--- src/rtl/uart_tx_status_pkg.sv ---
package uart_tx_status_pkg;
  typedef enum logic [1:0] {
    TX_OFF   = 2'd0,
    TX_ON    = 2'd1,
    TX_DRAIN = 2'd2   // disable pending, current character finishing
  } tx_mode_e;
endpackage

--- src/rtl/tx_occupancy.sv ---
module tx_occupancy #(
  parameter int DEPTH = 16,
  localparam int CW = $clog2(DEPTH + 1)
) (
  input  logic          clk_i,
  input  logic          rst_ni,
  input  logic          clr_i,
  input  logic          push_i,
  input  logic          pop_i,
  output logic [CW-1:0] cnt_next_o,
  output logic          full_o
);
  logic [CW-1:0] cnt_q;
  logic          pop_ok;

  assign pop_ok = pop_i && (cnt_q != '0);

  always_comb begin
    cnt_next_o = cnt_q;
    if (clr_i) cnt_next_o = '0;
    else begin
      unique case ({push_i, pop_ok})
        2'b10:   cnt_next_o = cnt_q + CW'(1);
        2'b01:   cnt_next_o = cnt_q - CW'(1);
        default: cnt_next_o = cnt_q;
      endcase
    end
  end

  always_ff @(posedge clk_i or negedge rst_ni) begin
    if (!rst_ni) cnt_q <= '0;
    else         cnt_q <= cnt_next_o;
  end

  assign full_o = (cnt_q == CW'(DEPTH));
endmodule

--- src/rtl/tx_mode_ctrl.sv ---
module tx_mode_ctrl
  import uart_tx_status_pkg::*;
(
  input  logic     clk_i,
  input  logic     rst_ni,
  input  logic     clr_i,
  input  logic     en_cmd_i,
  input  logic     dis_cmd_i,
  input  logic     load_i,
  input  logic     stop_done_i,
  output tx_mode_e mode_q_o,
  output tx_mode_e mode_next_o,
  output logic     busy_q_o,
  output logic     enable_evt_o,
  output logic     disable_evt_o
);
  tx_mode_e mode_q, mode_d;
  logic     busy_q, busy_d;

  always_comb begin
    mode_d        = mode_q;
    enable_evt_o  = 1'b0;
    disable_evt_o = 1'b0;
    if (clr_i) begin
      mode_d = TX_OFF;
    end else begin
      unique case (mode_q)
        TX_OFF: if (en_cmd_i) begin
          mode_d       = TX_ON;
          enable_evt_o = 1'b1;
        end
        TX_ON: if (dis_cmd_i) begin
          if (busy_q && !stop_done_i) mode_d = TX_DRAIN;
          else begin
            mode_d        = TX_OFF;
            disable_evt_o = 1'b1;
          end
        end
        TX_DRAIN: begin
          if (en_cmd_i) mode_d = TX_ON;   // cancel pending disable
          else if (stop_done_i) begin
            mode_d        = TX_OFF;
            disable_evt_o = 1'b1;
          end
        end
        default: mode_d = TX_OFF;
      endcase
    end
  end

  always_comb begin
    if (clr_i)            busy_d = 1'b0;
    else if (load_i)      busy_d = 1'b1;
    else if (stop_done_i) busy_d = 1'b0;
    else                  busy_d = busy_q;
  end

  always_ff @(posedge clk_i or negedge rst_ni) begin
    if (!rst_ni) begin
      mode_q <= TX_OFF;
      busy_q <= 1'b0;
    end else begin
      mode_q <= mode_d;
      busy_q <= busy_d;
    end
  end

  assign mode_q_o    = mode_q;
  assign mode_next_o = mode_d;
  assign busy_q_o    = busy_q;
endmodule

--- src/rtl/tx_flag_gen.sv ---
module tx_flag_gen
  import uart_tx_status_pkg::*;
#(
  parameter int DEPTH = 16,
  localparam int CW = $clog2(DEPTH + 1)
) (
  input  logic          clk_i,
  input  logic          rst_ni,
  input  logic          clr_i,
  input  logic          wr_i,
  input  logic          load_i,
  input  logic          stop_done_i,
  input  logic          enable_evt_i,
  input  logic          disable_evt_i,
  input  tx_mode_e      mode_next_i,
  input  logic [CW-1:0] cnt_next_i,
  output logic          accept_o,
  output logic          txrdy_o,
  output logic          txemt_o,
  output logic          wr_drop_o
);
  logic rdy_q, rdy_d, emt_q, emt_d, drop_q, drop_d;
  logic run_next;

  assign run_next = (mode_next_i == TX_ON);
  assign accept_o = wr_i && rdy_q && !clr_i;
  assign drop_d   = wr_i && !rdy_q && !clr_i;
  assign rdy_d    = !clr_i && run_next && (cnt_next_i < CW'(DEPTH));

  always_comb begin
    emt_d = emt_q;
    if (clr_i)              emt_d = 1'b0;
    else if (enable_evt_i)  emt_d = 1'b1;
    else if (disable_evt_i) emt_d = 1'b0;
    else if (accept_o)      emt_d = 1'b0;
    else if (stop_done_i && !load_i && run_next && (cnt_next_i == '0))
      emt_d = 1'b1;          // underrun
  end

  always_ff @(posedge clk_i or negedge rst_ni) begin
    if (!rst_ni) begin
      rdy_q  <= 1'b0;
      emt_q  <= 1'b0;
      drop_q <= 1'b0;
    end else begin
      rdy_q  <= rdy_d;
      emt_q  <= emt_d;
      drop_q <= drop_d;
    end
  end

  assign txrdy_o   = rdy_q;
  assign txemt_o   = emt_q;
  assign wr_drop_o = drop_q;
endmodule

--- src/rtl/uart_tx_status.sv ---
module uart_tx_status
  import uart_tx_status_pkg::*;
#(
  parameter int DEPTH = 16
) (
  input  logic clk_i,
  input  logic rst_ni,
  input  logic wr_i,
  input  logic load_i,
  input  logic stop_done_i,
  input  logic en_cmd_i,
  input  logic dis_cmd_i,
  input  logic txrst_i,
  output logic txrdy_o,
  output logic txemt_o,
  output logic wr_drop_o
);
  localparam int CW = $clog2(DEPTH + 1);

  tx_mode_e      mode_q, mode_next;
  logic          busy_q, enable_evt, disable_evt;
  logic          accept, fifo_full;
  logic [CW-1:0] cnt_next;

  tx_mode_ctrl i_mode (
    .clk_i        (clk_i),
    .rst_ni       (rst_ni),
    .clr_i        (txrst_i),
    .en_cmd_i     (en_cmd_i),
    .dis_cmd_i    (dis_cmd_i),
    .load_i       (load_i),
    .stop_done_i  (stop_done_i),
    .mode_q_o     (mode_q),
    .mode_next_o  (mode_next),
    .busy_q_o     (busy_q),
    .enable_evt_o (enable_evt),
    .disable_evt_o(disable_evt)
  );

  tx_occupancy #(.DEPTH(DEPTH)) i_occ (
    .clk_i     (clk_i),
    .rst_ni    (rst_ni),
    .clr_i     (txrst_i),
    .push_i    (accept),
    .pop_i     (load_i),
    .cnt_next_o(cnt_next),
    .full_o    (fifo_full)
  );

  tx_flag_gen #(.DEPTH(DEPTH)) i_flags (
    .clk_i        (clk_i),
    .rst_ni       (rst_ni),
    .clr_i        (txrst_i),
    .wr_i         (wr_i),
    .load_i       (load_i),
    .stop_done_i  (stop_done_i),
    .enable_evt_i (enable_evt),
    .disable_evt_i(disable_evt),
    .mode_next_i  (mode_next),
    .cnt_next_i   (cnt_next),
    .accept_o     (accept),
    .txrdy_o      (txrdy_o),
    .txemt_o      (txemt_o),
    .wr_drop_o    (wr_drop_o)
  );
endmodule

--- config.mk ---
export PLATFORM = sky130hd
export DESIGN_NAME = uart_tx_status
export DESIGN_NICKNAME = d
export VERILOG_FILES = /design/src/rtl/uart_tx_status_pkg.sv /design/src/rtl/tx_occupancy.sv /design/src/rtl/tx_mode_ctrl.sv /design/src/rtl/tx_flag_gen.sv /design/src/rtl/uart_tx_status.sv
export SDC_FILE = /design/constraint.sdc
export NUM_CORES = 1
export LEC_CHECK = 0
export BUFFER_PORTS_ARGS = -buffer_cell sky130_fd_sc_hd__buf_2
export CORE_MARGIN = 2
export CORE_UTILIZATION = 49
export DETAILED_ROUTE_END_ITERATION = 6
export GPL_ROUTABILITY_DRIVEN = 1
export GPL_TIMING_DRIVEN = 0
export PLACE_DENSITY = 0.72
export SYNTH_ARGS = -nofsm -noshare
export SYNTH_HDL_FRONTEND = slang
export SYNTH_SLANG_ARGS = --single-unit
export TNS_END_PERCENT = 30
--- constraint.sdc ---
create_clock -name clk_i -period 2.63 [get_ports clk_i]
set_input_delay 0.263 -clock clk_i [delete_from_list [all_inputs] [get_ports clk_i]]
set_output_delay 0.263 -clock clk_i [all_outputs]
set_load 0.02 [all_outputs]
* After elaboration in Yosys (flattened, before gate mapping)
Index checks and enable logic that the tools add are counted.
** Storage, ports and cells
- Logic and storage cells :: 60
- Output and inout bits :: 3
- Input port bits :: 8
- Register bits after elaboration :: 11
** Cells by class
- Multiplexer cells :: 26
- Reduce and logical (&&, ||, !) cells :: 20
- Magnitude comparators :: 1
- Equality and inequality tests :: 5
- $add $sub $neg :: 2
** Operators by type and width (number)
- 1-bit two-way mux :: 16
- 2-bit two-way mux :: 6
- 1-bit logical AND :: 11
- 5-bit one-hot mux with 2 select lines :: 1
- 5-bit nonzero test :: 2
- 2-bit by 1-bit == test with 1-bit output (second input constant) :: 3
- 2-bit one-hot mux with 3 select lines :: 1
- 5-bit by 1-bit adder with 5-bit output (second input constant) :: 1
- 5-bit logical NOT :: 1
- 5-bit less-than comparator (second input constant) :: 1
- 5-bit two-way mux :: 1
- 5-bit by 1-bit subtractor with 5-bit output (second input constant) :: 1
- 2-bit == test (second input constant) :: 2
- 1-bit logical NOT :: 4
- 3-bit nonzero test :: 1
- 2-bit logical NOT :: 1
- 1-bit one-hot mux with 2 select lines :: 1

* Longest topological paths before layout
- Depth after elaboration :: 14
- Gate-level depth with buffers :: 12
- Depth with buffers taken out :: 11

* Modules after synthesis
Synthesis repeated with hierarchy kept, for this count alone.
** Second synthesis, totals
- Cells, all modules :: 87
- Area, all modules :: 832.0 um2
** By module, submodules not included
- tx_occupancy :: cells each 45, area each 409.1 um2, seq. area each 125.1 um2, times used 1
- tx_mode_ctrl :: cells each 29, area each 262.8 um2, seq. area each 75.1 um2, times used 1
- tx_flag_gen :: cells each 13, area each 160.2 um2, seq. area each 75.1 um2, times used 1

* Least setup slack after synthesis
Ideal clock, no wire load.
- Path kind :: register -> register
- Start :: reg i_occ.cnt_q[2]
- End :: reg i_flags.emt_q, in the netlist i_flags.txemt_o
- Path buffers :: 1
- Cell stages (with the launch flop) :: 13
- Data required time :: 2.556 ns
- Clock period less this slack :: 2.698 ns
- Setup time :: 0.074 ns
- Arrival :: 2.624 ns
- Setup slack :: -0.068 ns
- Cells stage by stage :: dfrtp_1 -> buf_6 -> or3_1 -> o31a_1 -> ha_1 -> xor2_1 -> ha_1 -> nor3b_1 -> o32ai_2 -> xnor2_1 -> and3b_4 -> nand3_2 -> o21ai_2
** On the way
- Word-level cells in the longest chain between the ends :: 8
- Elaborated cells on any way between the ends :: 11
- Classes of those cells :: 2 x add/sub; 2 x eq/ne; 2 x mux; 5 x reduce/logical
** Ends and longest elaborated chain
- start, declared :: line tx_occupancy.sv:13 : logic [CW-1:0] cnt_q;
- start signal, assigned :: line tx_occupancy.sv:32 : else cnt_q <= cnt_next_o;
- parallel branches: the longest is 3 deep, another holds 5-bit by 1-bit subtractor with 5-bit output
- 5-bit one-hot mux with 2 select lines (*) :: line tx_occupancy.sv:22 : unique case ({push_i, pop_ok})
- 5-bit two-way mux (*) :: line tx_occupancy.sv:20 : if (clr_i) cnt_next_o = '0;
- 5-bit logical NOT (*) :: line tx_flag_gen.sv:36 : else if (stop_done_i && !load_i && run_next && (cnt_next_i == '0))
- 1-bit logical AND (*) :: line tx_flag_gen.sv:36
- 5-bit nonzero test (no line) (*)
- end signal, assigned :: line tx_flag_gen.sv:47 : emt_q <= emt_d;
- end, declared :: line tx_flag_gen.sv:22 : logic rdy_q, rdy_d, emt_q, emt_d, drop_q, drop_d;
Every way passes the cells marked *.
A chain may end at the register's enable or synchronous reset.

* Worst setup path after layout
Ends and elaborated chain as after synthesis.

==> out/metrics.yaml <==
route:
  firstDrtPassIters: 4
  drc: 0
  routed_wl_um: 1510
  wl_per_cell_um: 13.2
  ant_nets: 0
  drtIter0Drc: 15
  vias: 629
  viasPerCell: 5.52
global_route:
  track_usage_pct: 18.1
  grt_pass1_wl_um: 2550
  antenna_found_initial: 0
  grt_remaining_overflow: 0
  first_global_vias: 583
  grt_start_max_net_pins: 12
synth:
  yosysSeqAreaShare_pct: 34.9
  synth.cell_area_um2: 790
  synthArstFlopShare_pct: 100
  ys_types: 33
  yosysWarnings: 0
  synth-seq-cells: 11
  synth_ff_type: "dfrtp_1"
  synth-edff-count: 0
  avgSynthCellArea_um2: 9.63
  synthesis.nets: 97
  synthCells: 82
sta:
  whs_ps: 235
  fin_crit_sh_pct: 104
  setup_violations: 1
  rsz0062_at_grt: "yes"
  layout_setup_ws_ps: -96.5
  timing.fmax_ghz: 0.367
  final-hold-violation-count: 0
  skew_ps: 3.93
  slew_headroom_pct: 71.7
  tightest_slew_ps: 425
  min_period_ps: 2730
  maxSlewViolCount: 0
outcome:
  violations: "negative setup slack"
  status: "complete, but fails checks"
clocking:
  cts.sinks: 11
  cts_buffer_depth: 2
  numCtsBuffers: 3
  clk_pin_slew_ps: 70
  cts_tree: "done"
  clk_latency_ps: 270
  cts_max_level: 1
  cts_root_buf: "clkbuf_4"
critical_path:
  cpMostUsedCell: "ha_2"
  critical_path_class: "flip-flop to flip-flop"
  worstPathCellList: "buf_6, or3_4, o31a_1, ha_2, xor2_1, ha_2, nor3b_2, o32ai_2, xnor2_1, and3b_4, nand3_2, o21ai_2"
  slowest_delay_ps: 370
  crit_slowest_cell: "dfrtp_1"
  worstPathArrival_ps: 2930
  required_ps: 2830
  start_kind: "flip-flop"
  critPathMaxFanout: 9
  cp-end-kind: "flip-flop"
  r2r_slack_ps: -100
final_layout:
  finalInstanceArea_um2: 927
  diodes: 0
  syn2layout_area_growth_pct: 17.4
  final-seq-area_um2: 275
  nets: 114
  drive_gt1_share_pct: 26.5
  multi_input_area_um2: 489
  fillers: 128
die:
  start_util_pct: 52.4
  core-area_um2: 1510
  dieArea_um2: 1950
  die_h_um: 44.1
  die_w_um: 44.1
  io_pins: 11
  num_rows: 14
hold_path:
  hp-class: "primary input to flip-flop"
placement:
  gp_congestion: 0.770
  post_dp_cell_area_um2: 862
  portBuffers: 10
  hpwl_um: 1140
power:
  p_comb_share_pct: 35.5
  powerDensity_nw_per_um2: 534
  swShare_pct: 34.1
  p_switching_mw: 0.169
  ir_drop_mv: 0.415
  seq_power_share_pct: 40.5
  pwr-share-clk_pct: 24.0
  internal_power_mw: 0.326
  p_leak_nw: 0.411
flow_run:
  drv_cap: 0
## metal layers
metal	vias to the layer above	wire [µm]	track usage, %
met5	-	0	0
met4	0	25	7.27
met3	4	83	6.12
li1	319	-	-
met1	291	724	24.1
met2	15	676	27.1
## placed cells by master, fill, tap and decap left out, drive strengths merged
master       synthesis  layout
dlygate4sd3          0       1
nor4b                1       1
nor2                11      11
nand3b               1       1
xnor2                4       4
nor4                 1       1
clkbuf               1       5
nand3                3       3
mux2i                2       2
buf                  2      13
or3                  1       1
o21ai                4       4
or3b                 1       1
xor2                 2       2
a221oi               1       1
dfrtp               11      11
nor2b                1       1
a21o                 1       1
nand2                2       2
a31oi                1       1
o31a                 2       2
a2111oi              1       1
ha                   7       7
inv                  6       6
nand2b               2       2
and3b                1       1
o32ai                2       2
a21oi                7       7
nor3b                3       3
## cell type report
cell class | instances | area share (%)
clock buffer | 4 | 2.83
inverter | 6 | 2.43
multi-input combinational | 62 | 52.8
timing repair buffer | 12 | 7.29
buffer | 3 | 2.83
sequential | 11 | 29.7
tap | 16 | 2.16
## critical path, delay by kind of cell (launching register included)
family,cells,cell delay (ps)
flip-flops,1,370
adder cells (fa/ha/maj),2,390
buffers and inverters,1,140
AO/OA/AOI/OAI,3,630
AND/OR/NAND/NOR,4,790
XOR/XNOR,2,330
## cell usage after synthesis (2+ instances only)
master | n | area share, %
a21oi_1 | 7 | 4.4
dfrtp_1 | 11 | 35
ha_1 | 7 | 11
inv_1 | 6 | 2.9
mux2i_1 | 2 | 2.5
nand2_1 | 2 | 0.95
nand2b_1 | 2 | 1.6
nand3_1 | 2 | 1.3
nor2_1 | 11 | 5.2
nor3b_1 | 3 | 2.9
o21ai_1 | 2 | 1.3
o31a_1 | 2 | 2.2
xnor2_1 | 4 | 4.4
xor2_1 | 2 | 2.2
## what timing repair did
item	in CTS	in global routing
setup buffers	1	0
setup endpoints to repair	1	2
cloned	0	0
hold buffers	1	0
resized for setup	2	5
hold endpoints to repair	11	0
pin swaps	1	1
## cells by family (layout without fill, tap and decap cells)
group,count (synthesis),count (layout),synth area share [%]
adder cells (fa/ha/maj),7,7,11.1
AO/OA/AOI/OAI,19,19,19.2
buffers and inverters,9,25,5.39
multiplexers,2,2,2.54
flip-flops,11,11,34.9
AND/OR/NAND/NOR,28,28,20.3
XOR/XNOR,6,6,6.66
## final timing paths
kind,start,endpoint,depth (start not counted)
worst max-delay path,i_occ.cnt_q[2],i_flags.txemt_o,12
worst min-delay path,txrst_i,i_mode.mode_q_o[0],2
worst max register to register,i_occ.cnt_q[2],i_flags.txemt_o,12
worst min register to register,i_flags.txrdy_o,i_flags.wr_drop_o,1
max in group asynchronous,rst_ni,i_mode.mode_q_o[0],2
min in group asynchronous,rst_ni,i_occ.cnt_q[0],2
## state kept, by name, indices dropped and copies added, names as in the netlist
| register | cells |
|---|---|
| i_occ.cnt_q | 5 |
| i_mode.mode_q_o | 2 |
| i_flags.txemt_o | 1 |
| i_flags.txrdy_o | 1 |
| i_flags.wr_drop_o | 1 |
| i_mode.busy_q_o | 1 |
## power by group through the flow
stage               combinational (mW)  sequential [mW]  clock, mW
floorplan                        0.117            0.207          0
global placement                 0.157            0.203          0
detailed placement               0.161            0.203          0
CTS                              0.170            0.200      0.119
global route                     0.196            0.203      0.126
finish                           0.176            0.200      0.119
## per-stage QoR
stage	worst slack (ps)	utilization (%)	total power, mW	std cells	TNS [ps]
2_1_floorplan	22.8	-	0.324	82	0
3_3_place_gp	-118	57.2	0.360	108	-118
4_1_cts	-104	60.6	0.490	114	-104
3_5_place_dp	-126	57.2	0.365	108	-126
5_1_grt	-217	61.5	0.526	114	-217
6_report	-96.5	61.5	0.495	114	-96.5
No activity file was read; power rests on OpenSTA's default activity.
